### config.mk
export PLATFORM = sky130hd
export DESIGN_NAME = wait_ready_gen
export DESIGN_NICKNAME = d
export VERILOG_FILES = /design/src/rtl/wait_ready_gen.sv
export SDC_FILE = /design/constraint.sdc
export NUM_CORES = 1
export LEC_CHECK = 0
export BUFFER_PORTS_ARGS = -buffer_cell sky130_fd_sc_hd__buf_2
export CORE_MARGIN = 1
export CORE_UTILIZATION = 35
export DETAILED_ROUTE_END_ITERATION = 8
export MAX_ROUTING_LAYER = met4
export SLEW_MARGIN = 0
export SYNTH_ARGS = -nofsm -noshare
export SYNTH_HDL_FRONTEND = slang
export SYNTH_SLANG_ARGS = --single-unit
### constraint.sdc
create_clock -name clk -period 3.5 [get_ports clk]
set_input_delay 0.7 -clock clk [delete_from_list [all_inputs] [get_ports clk]]
set_output_delay 0.7 -clock clk [all_outputs]
set_load 0.005 [all_outputs]
### src/rtl/wait_ready_gen.sv
module wait_ready_gen #(
  parameter int CW = 3
) (
  input  logic          clk,
  input  logic          rst_n,
  input  logic          cyc_start,
  input  logic          wr,
  input  logic          last_n,
  input  logic [CW-1:0] rd_wait,
  input  logic [CW-1:0] beat_wait,
  input  logic [CW-1:0] wr_wait,
  output logic          rdy_n,
  output logic          brdy_n
);

  logic          busy, first, burst_ok, wr_q;
  logic [CW-1:0] cnt, beat_q;

  wire done      = busy && (cnt == '0);
  wire burst_sel = !wr_q && (first ? last_n : burst_ok);

  assign brdy_n = !(done && burst_sel);
  assign rdy_n  = !(done && !burst_sel);

  always_ff @(posedge clk or negedge rst_n) begin
    if (!rst_n) begin
      busy     <= 1'b0;
      first    <= 1'b0;
      burst_ok <= 1'b0;
      wr_q     <= 1'b0;
      cnt      <= '0;
      beat_q   <= '0;
    end else if (!busy) begin
      if (cyc_start) begin
        busy   <= 1'b1;
        first  <= 1'b1;
        wr_q   <= wr;
        cnt    <= wr ? wr_wait : rd_wait;
        beat_q <= beat_wait;
      end
    end else begin
      first <= 1'b0;
      if (first) burst_ok <= !wr_q && last_n;
      if (cnt != '0)
        cnt <= cnt - 1'b1;
      else if (!brdy_n && last_n)
        cnt <= beat_q;
      else
        busy <= 1'b0;
    end
  end

  AST_NEVER_BOTH: assert property (@(posedge clk) disable iff (!rst_n)
    !(!rdy_n && !brdy_n));
  AST_IDLE_HIGH: assert property (@(posedge clk) disable iff (!rst_n)
    !busy |-> (rdy_n && brdy_n));
  AST_WRITE_NORMAL: assert property (@(posedge clk) disable iff (!rst_n)
    (busy && wr_q) |-> brdy_n);
  AST_NORMAL_ENDS: assert property (@(posedge clk) disable iff (!rst_n)
    !rdy_n |=> (rdy_n && brdy_n));
  AST_LAST_ENDS_BURST: assert property (@(posedge clk) disable iff (!rst_n)
    (!brdy_n && !last_n) |=> (rdy_n && brdy_n));
  AST_START_IGNORED: assert property (@(posedge clk) disable iff (!rst_n)
    (busy && cyc_start && cnt != '0) |=> (busy && cnt == $past(cnt) - 1'b1));

endmodule

Yosys cells after proc, flatten, opt, wreduce, memory -nomap -nowiden
Index checks and enable logic that the tools add are counted.
{"block": "word_totals", "out_inout_bits": 2, "register_bits": 10}
{"block": "op_classes", "add_sub_neg": 1, "n_reduce_logical": 16, "bitwise_logic": 1, "n_eq_ne": 1, "n_mux": 12}
{"cell": "two-way mux 3 bit", "n": 5}
{"cell": "two-way mux 1 bit", "n": 7}
{"cell": "logical AND 1 bit", "n": 6}
{"cell": "AND reduction 2 bit", "n": 3}
{"cell": "logical NOT 1 bit", "n": 4}
{"cell": "logical NOT 3 bit", "n": 1}
{"cell": "inequality test 3 x 1 -> 1 bit, second input constant", "n": 1}
{"cell": "nonzero test 3 bit", "n": 1}
{"cell": "subtractor 3 x 1 -> 3 bit, second input constant", "n": 1}
{"cell": "nonzero test 2 bit", "n": 1}
{"cell": "NOT 1 bit", "n": 1}

Logic depth before layout (Yosys ltp)
Gate-level depths: netlist (run 1).
{"block": "depth", "ltp_word": 7, "ltp_mapped": 6}

Worst setup path before layout (run 1)
OpenSTA, ideal clock, no wires.
{"block": "synth_timing", "path_kind": "register to output", "startpoint": "register cnt[0]", "endpoint": "output rdy_n", "path_stages_with_launch": 6, "t_arrival_ns": 1.165, "path_slack_ns": 1.635, "path_buffers": 0, "t_required_ns": 2.800, "path_cell_list": "dfrtp_1 inv_1 ha_1 nor2b_4 nand2_2 or2_2"}
{"block": "synth_between", "elab_chain_len": 4}
{"item": "start, declared", "line": "17", "source": "logic [CW-1:0] cnt, beat_q;"}
{"item": "start signal, assigned", "line": "38", "source": "cnt <= wr ? wr_wait : rd_wait;"}
{"item": "start signal, assigned", "line": "45", "source": "cnt <= cnt - 1'b1;"}
{"item": "start signal, assigned", "line": "47", "source": "cnt <= beat_q;"}
{"item": "logical NOT 3 bit", "line": "19", "source": "wire done = busy && (cnt == '0);"}
{"item": "logical AND 1 bit", "line": "19"}
{"item": "logical AND 1 bit", "line": "23", "source": "assign rdy_n = !(done && !burst_sel);"}
{"item": "logical NOT 1 bit", "line": "23"}
{"item": "end, declared", "line": "12", "source": "output logic rdy_n,"}
No other way between the ends.

Worst setup path in the final report (run 1)
Same ends and word-level chain as after synthesis.

==> Flow_metrics.wiki, run 1 <==
{| class="wikitable"
! Metric !! Value
|-
| Run status || finished clean
|-
| I/O pin cnt || 16
|-
| Area occupied by multi-input gates || 324 µm²
|-
| Arrival time at the worst endpoint || between 1500 and 2000 ps
|-
| Clock Latency Late Sink || 270 ps
|-
| Area share of the largest cell type after synthesis || 0.422
|-
| Avg Inst Size Synth || approximately 11 µm²
|-
| Peak supply drop || between 300 and 400 µV
|-
| Number of post-CTS setup repair buffers || 0
|-
| Initial antenna violation count || 0
|-
| Cells after DPL || 82
|-
| Delay of the slowest cell on the worst path || between 300 and 400 ps
|-
| Overall via count from detail_route || approximately 450
|-
| Proportion of register bits with asynchronous set or reset after synthesis || 1.00
|-
| Number of flops mapped to enable cells by yosys || 0
|-
| Initial Utilization || 0.385
|-
| Sort of element at the end of the critical path || output pin
|-
| Clk sinks || 10
|-
| CP Data Required Time || 2800 ps
|-
| Total routing usage reported by global routing || 0.149
|-
| Number of inserted diodes || 0
|-
| DRC marker count from the first detailed-route iteration || 6
|-
| Ranking of synthesized cells by instance count || dfrtp_1 (10), mux2_2 (7), nand2_1 (5)
|-
| Worst hold-check path type || input port to async pin
|-
| Number of routed nets with antenna violations || 0
|-
| Chain of cells forming the critical path || inv_1 > ha_1 > nor2b_4 > nand2_2 > or2_2 > buf_2
|-
| Routed length per placed instance || roughly 13 µm
|-
| Final setup vio count || 0
|-
| Synth Net Count || 68
|-
| Weighted congestion reported at the end of routability-driven placement || 0.757
|-
| Number of placement rows || 14
|-
| Max-slew violation count || 0
|-
| Post-DR vias/cell || around 5.2
|-
| Post-synthesis sequential element count || 10
|-
| Most frequent cell after synthesis || dfrtp_1
|-
| Number of hold violations in the final report || 0
|-
| CTS Hold Buffers Added || 0
|-
| Post-route non-filler standard cell count || 85
|-
| RSZ-0062 raised after global routing || false
|-
| CTS tree || yes
|-
| Fraction of layout instances using a drive strength above 1 || 0.464
|-
| Largest cells by area after synthesis || dfrtp_1 (42%), mux2_2 (13%), mux2_4 (5.1%), ha_1 (4.2%), mux2i_1 (3.4%)
|-
| Crit path max fanout || 6
|-
| Post-route clock period utilization || 0.673
|-
| Sum of routed wire length over all layers || about 1100 µm
|-
| Vias in the first global route || between 400 and 500
|-
| Cell Area, Placed || a little under 700 µm²
|-
| Post-CTS resize count || 0
|-
| Class of the most critical setup path || flip-flop to output pin
|-
| Core Area || between 0.0015 and 0.002 mm²
|-
| Chip width || around 43 µm
|-
| Highest-delay cell along the critical path || dfrtp_1
|-
| Combined flip-flop and latch cell area || between 200 and 300 µm²
|-
| Final core utilization || 0.454
|-
| Sequential area share after synthesis || 0.422
|-
| Transition time at the pin with the least slew margin || 445 ps
|-
| Count of maximum capacitance violations || 0
|-
| Area of all placed cells without fillers || about 700 µm²
|-
| Post-synth cell types || 24
|-
| Layout-stage area growth over the synthesis result || 17.9%
|-
| Path depth of the worst reg2reg path || 6
|-
| Maximum number of buffers from clock root to sink || 2
|-
| Number of buffers added by the clock tree synthesis step || 3
|-
| Setup_tns || 0 ps
|-
| Largest area contributor in the synthesized netlist || dfrtp_1
|-
| TritonRoute pass-1 iters || 4
|-
| Kind of start point of the critical path || flip-flop
|-
| Fill cell instance count of the final layout || 147
|-
| Area of the die || 0.00186 mm²
|-
| GRT Residual Overflow || 0
|-
| Quantity of I/O buffers inserted on ports || 15
|-
| Leading register cell type out of synthesis || dfrtp_1
|-
| Clock slew at reported path FFs || roughly 70 ps
|-
| Leakage power total || ~0.00032 µW
|-
| Worst relative slew slack || 0.703
|-
| Power density normalized to cell area || between 800 and 900 mW/mm²
|-
| Count of synthesis-stage warnings from yosys || 0
|-
| Clock root buffer || clkbuf_4
|-
| DRC errors left || 0
|-
| Post-Synthesis Cell Area || 593 µm²
|-
| # H-tree levels || 1
|-
| Instance count of the mapped netlist || 52
|-
| Largest net degree at the start of global routing || 14
|-
| Fin crit period || between 2000 and 2500 ps
|-
| Final Skew || about 3 ps
|-
| First-pass GRT wire length || about 1900 µm
|-
| Maximum frequency from static timing analysis || 425 MHz
|-
| Die outline height || roughly 43 µm
|-
| Final #Nets || 87
|}
[layout make-up]
| type | instances | area share |
|---|---|---|
| Clock buffer | 3 | 0.0322 |
| Tap cell | 16 | 0.0286 |
| Timing Repair Buffer | 15 | 0.107 |
| Inverter | 2 | 0.0107 |
| Sequential cell | 10 | 0.358 |
| Multi-Input combinational cell | 39 | 0.463 |
[through the flow]
stage | worst slack [ps] | power (µW) | hold slack [ps]
after floorplan | 1640 | 432 | 404
after global placement | 1420 | 476 | 495
after detailed placement | 1430 | 484 | 498
after CTS | 1130 | 568 | 287
after global routing | 1040 | 609 | 291
final | 1140 | 565 | 281
[placed cells by master, fill, tap and decap left out]
cell and count:
nor2_1 3, mux2i_1 2, inv_1 2, nand2_2 1
o221a_2 1, nand3_1 2, or2_0 1, ha_1 2
buf_2 15, o21ai_0 1, nor2b_4 1, dfrtp_1 10
mux2_4 2, nand2_1 5, a211oi_1 1, a21boi_0 1
mux2_2 7, a31oi_1 1, or2_2 1, nor2b_1 3
o22a_4 1, o21a_1 1, o211ai_1 1, o221ai_1 1
clkbuf_4 3
[final timing paths]
path / slack [ps] / endpoint / start
min in group clk: 510 / beat_q[1] / beat_q[1]
setup / recovery: 1140 / rdy_n / cnt[0]
max in group asynchronous: 3020 / first / rst_n
hold / removal: 280 / beat_q[1] / rst_n
hold reg to reg: 510 / beat_q[1] / beat_q[1]
setup reg to reg: 1870 / cnt[2] / cnt[0]
[cells by family (layout without fill, tap and decap cells)]
logic type	count (synthesis)	count (layout)	share of synthesized area
compound gates	9	9	0.133
fa+ha+maj	2	2	0.0422
buf+inv	3	20	0.0316
flops	10	10	0.422
mux	11	11	0.217
simple gates	17	17	0.154
[sequential cells by signal, summed over array words and instances, names as in the netlist]
register  cells
wr_q          1
cnt           3
beat_q        3
first         1
burst_ok      1
busy          1
[critical path: cells and delay by family (launching register included)]
family | cells | cell delay (ps)
and+or+nand+nor | 3 | 610
DFF | 1 | 360
buffers and inverters | 2 | 230
adders and majority gates | 1 | 190
[report_power, final]
| group | internal (µW) | switching, µW | total [µW] |
|---|---|---|---|
| sequential | 171 | 54.9 | 226 |
| combinational | 159 | 99.2 | 258 |
| clock | 39.8 | 40.6 | 80.4 |
| total | 370 | 195 | 565 |
[per-layer routing]
layer,vias to the layer above,global-route usage,share of wire
li1,222,-,-
met1,208,0.176,0.46
met2,12,0.236,0.49
met3,4,0.0255,0.033
met4,0,0.0909,0.017
met5,-,-,0
Power figures use the tool's default switching activity.
==> run 2: changes to the inputs <==
==> constraint.sdc (replaced) <==
create_clock -name clk -period 2.4 [get_ports clk]
set_input_delay 0.48 -clock clk [delete_from_list [all_inputs] [get_ports clk]]
set_output_delay 0.48 -clock clk [all_outputs]
set_load 0.005 [all_outputs]
==> run 2 against run 1 <==
- combinational power is 44% higher
- flip-flop and latch count stayed put
- utilization is 0.89 points higher
- clock skew is 1.0 ps higher
- critical endpoint unchanged
- largest cell class unchanged
==> Flow_metrics.wiki, run 2 (synthesis gave the netlist of run 1 again) <==
{| class="wikitable"
! Metric !! Value
|-
| Run status || finished clean
|-
| Area occupied by multi-input gates || approximately 320 µm²
|-
| Power density normalized to cell area || roughly 1200 mW/mm²
|-
| DRC errors left || 0
|-
| Fin crit period || 2120 ps
|-
| Initial Utilization || 0.385
|-
| Routed length per placed instance || between 10 and 15 µm
|-
| Final setup vio count || 0
|-
| Share of power burned in registers || 0.386
|-
| Portion of total power attributed to combinational logic || 0.441
|-
| Core Area || between 0.0015 and 0.002 mm²
|-
| Fill cell instance count of the final layout || 157
|-
| Number of inserted diodes || 0
|-
| First-pass GRT wire length || between 1500 and 2000 µm
|-
| Layout-stage area growth over the synthesis result || 20.3%
|-
| Clock Latency Late Sink || 260 ps
|-
| Sw power || roughly 270 µW
|-
| CTS Hold Buffers Added || 0
|-
| CP Data Required Time || approximately 1900 ps
|-
| Post-CTS resize count || 0
|-
| Sum of routed wire length over all layers || between 1000 and 1500 µm
|-
| Highest-delay cell along the critical path || dfrtp_1
|-
| Sort of element at the end of the critical path || output pin
|-
| Largest net degree at the start of global routing || 14
|-
| Peak supply drop || between 500 and 600 µV
|-
| Clock slew at reported path FFs || roughly 60 ps
|-
| Worst slack on hold paths || approximately 62 ps
|-
| Post-route clock period utilization || 0.883
|-
| Quantity of I/O buffers inserted on ports || 15
|-
| Clk sinks || 10
|-
| Kind of start point of the critical path || flip-flop
|-
| TritonRoute pass-1 iters || 2
|-
| Weighted congestion reported at the end of routability-driven placement || 0.706
|-
| Chip width || about 43 µm
|-
| Number of buffers added by the clock tree synthesis step || 3
|-
| Final Skew || ~4.1 ps
|-
| # H-tree levels || 1
|-
| Chain of cells forming the critical path || inv_1 > ha_1 > nor2b_4 > nand2_2 > or2_2 > buf_2
|-
| Maximum number of buffers from clock root to sink || 2
|-
| Total routing usage reported by global routing || 0.137
|-
| Part of the power in the clock network || 0.173
|-
| Maximum frequency from static timing analysis || around 470 MHz
|-
| Number of routed nets with antenna violations || 0
|-
| Largest registers || beat_q x3, cnt x3
|-
| Cell Int Power || about 570 µW
|-
| Fraction of layout instances using a drive strength above 1 || 0.471
|-
| Most common cell after layout, fill and taps aside || buf_2
|-
| Delay of the slowest cell on the worst path || around 360 ps
|-
| Class of the most critical setup path || flip-flop to output pin
|-
| Area of the die || 0.00186 mm²
|-
| Switching portion of total power || 0.320
|-
| CTS tree || yes
|-
| Number of post-CTS setup repair buffers || 0
|-
| Setup_tns || 0 ps
|-
| Bufs and invs on worst path || 2
|-
| Combined flip-flop and latch cell area || 250 µm²
|-
| DRC marker count from the first detailed-route iteration || 1
|-
| Number of placement rows || 14
|-
| Family with the most delay on the worst path || simple AND/OR/NAND/NOR gates
|-
| Vias in the first global route || 404
|-
| Number of hold violations in the final report || 0
|-
| I/O pin cnt || 16
|-
| Most used cells in the layout excluding fill and tap cells || buf_2 (15), dfrtp_1 (10), mux2_2 (7), nand2_1 (5)
|-
| GRT Residual Overflow || 0
|-
| RSZ-0062 raised after global routing || false
|-
| Overall via count from detail_route || 437
|-
| Worst relative slew slack || 0.720
|-
| Post-DR vias/cell || between 5 and 6
|-
| Die outline height || between 40 and 50 µm
|-
| Clock root buffer || clkbuf_4
|-
| Transition time at the pin with the least slew margin || around 420 ps
|-
| Worst hold-check path type || input port to async pin
|-
| Leakage power total || 0.000324 µW
|-
| Arrival time at the worst endpoint || 1640 ps
|-
| Initial antenna violation count || 0
|-
| Crit path max fanout || 6
|-
| Half-perimeter wire length of the detailed placement result || about 860 µm
|-
| Count of maximum capacitance violations || 0
|-
| Final #Nets || 87
|-
| Max-slew violation count || 0
|}
==> run 2: cell types whose count changed in the layout (fill, tap and decap cells not counted) <==
| cell | change |
|---|---|
| clkbuf_8 | +1 |
==> run 2: final timing paths <==
check / from / endpoint / slack, ps / depth (start not counted)
max: cnt[0] / rdy_n / 280 / 6
min: rst_n / beat_q[0] / 60 / 1
max reg2reg: cnt[0] / cnt[2] / 780 / 6
min reg2reg: beat_q[2] / beat_q[2] / 510 / 1
max in group asynchronous: rst_n / burst_ok / 2150 / 1
min in group clk: beat_wait[1] / beat_q[1] / 450 / 2
==> run 2: layout make-up <==
type / count / area share
repair buffers: 15 / 0.105
flip-flops and latches: 10 / 0.351
multi-input cells: 39 / 0.454
well taps: 16 / 0.0281
clock buffers: 4 / 0.0509
inverters: 2 / 0.0105
==> run 2: stage by stage <==
stage / utilization / instances / power [µW] / setup slack, ps / area (µm²)
final: 0.463 / 86 / 844 / 280 / 713
after global routing: 0.463 / 86 / 911 / 185 / 713
after CTS: 0.463 / 86 / 857 / 258 / 713
after detailed placement: 0.439 / 82 / 705 / 555 / 677
after global placement: 0.439 / 82 / 695 / 585 / 677
after floorplan: - / 52 / 630 / 755 / 593
==> run 2: worst register-to-register path, stage by stage, from the launching register on <==
cell and delay [ps]:
dfrtp_1 360, inv_1 110, ha_1 190, nor2b_4 200, nand2_2 90, o22a_4 250
mux2_4 300
==> run 2: per-layer routing <==
layer  track usage  vias to the layer above  part of all wire
met5             -                        -                 0
met4        0.0364                        0             0.016
met3        0.0766                        2             0.065
met2         0.191                       13              0.44
met1         0.170                      201              0.48
li1              -                      221                 -
==> run 2: power groups by stage <==
stage               Clock (µW)  Sequential, µW  Combinational (µW)
finish                     146             326                 372
global placement             0             327                 368
floorplan                    0             299                 332
global route               163             335                 413
CTS                        152             325                 380
detailed placement           0             327                 378
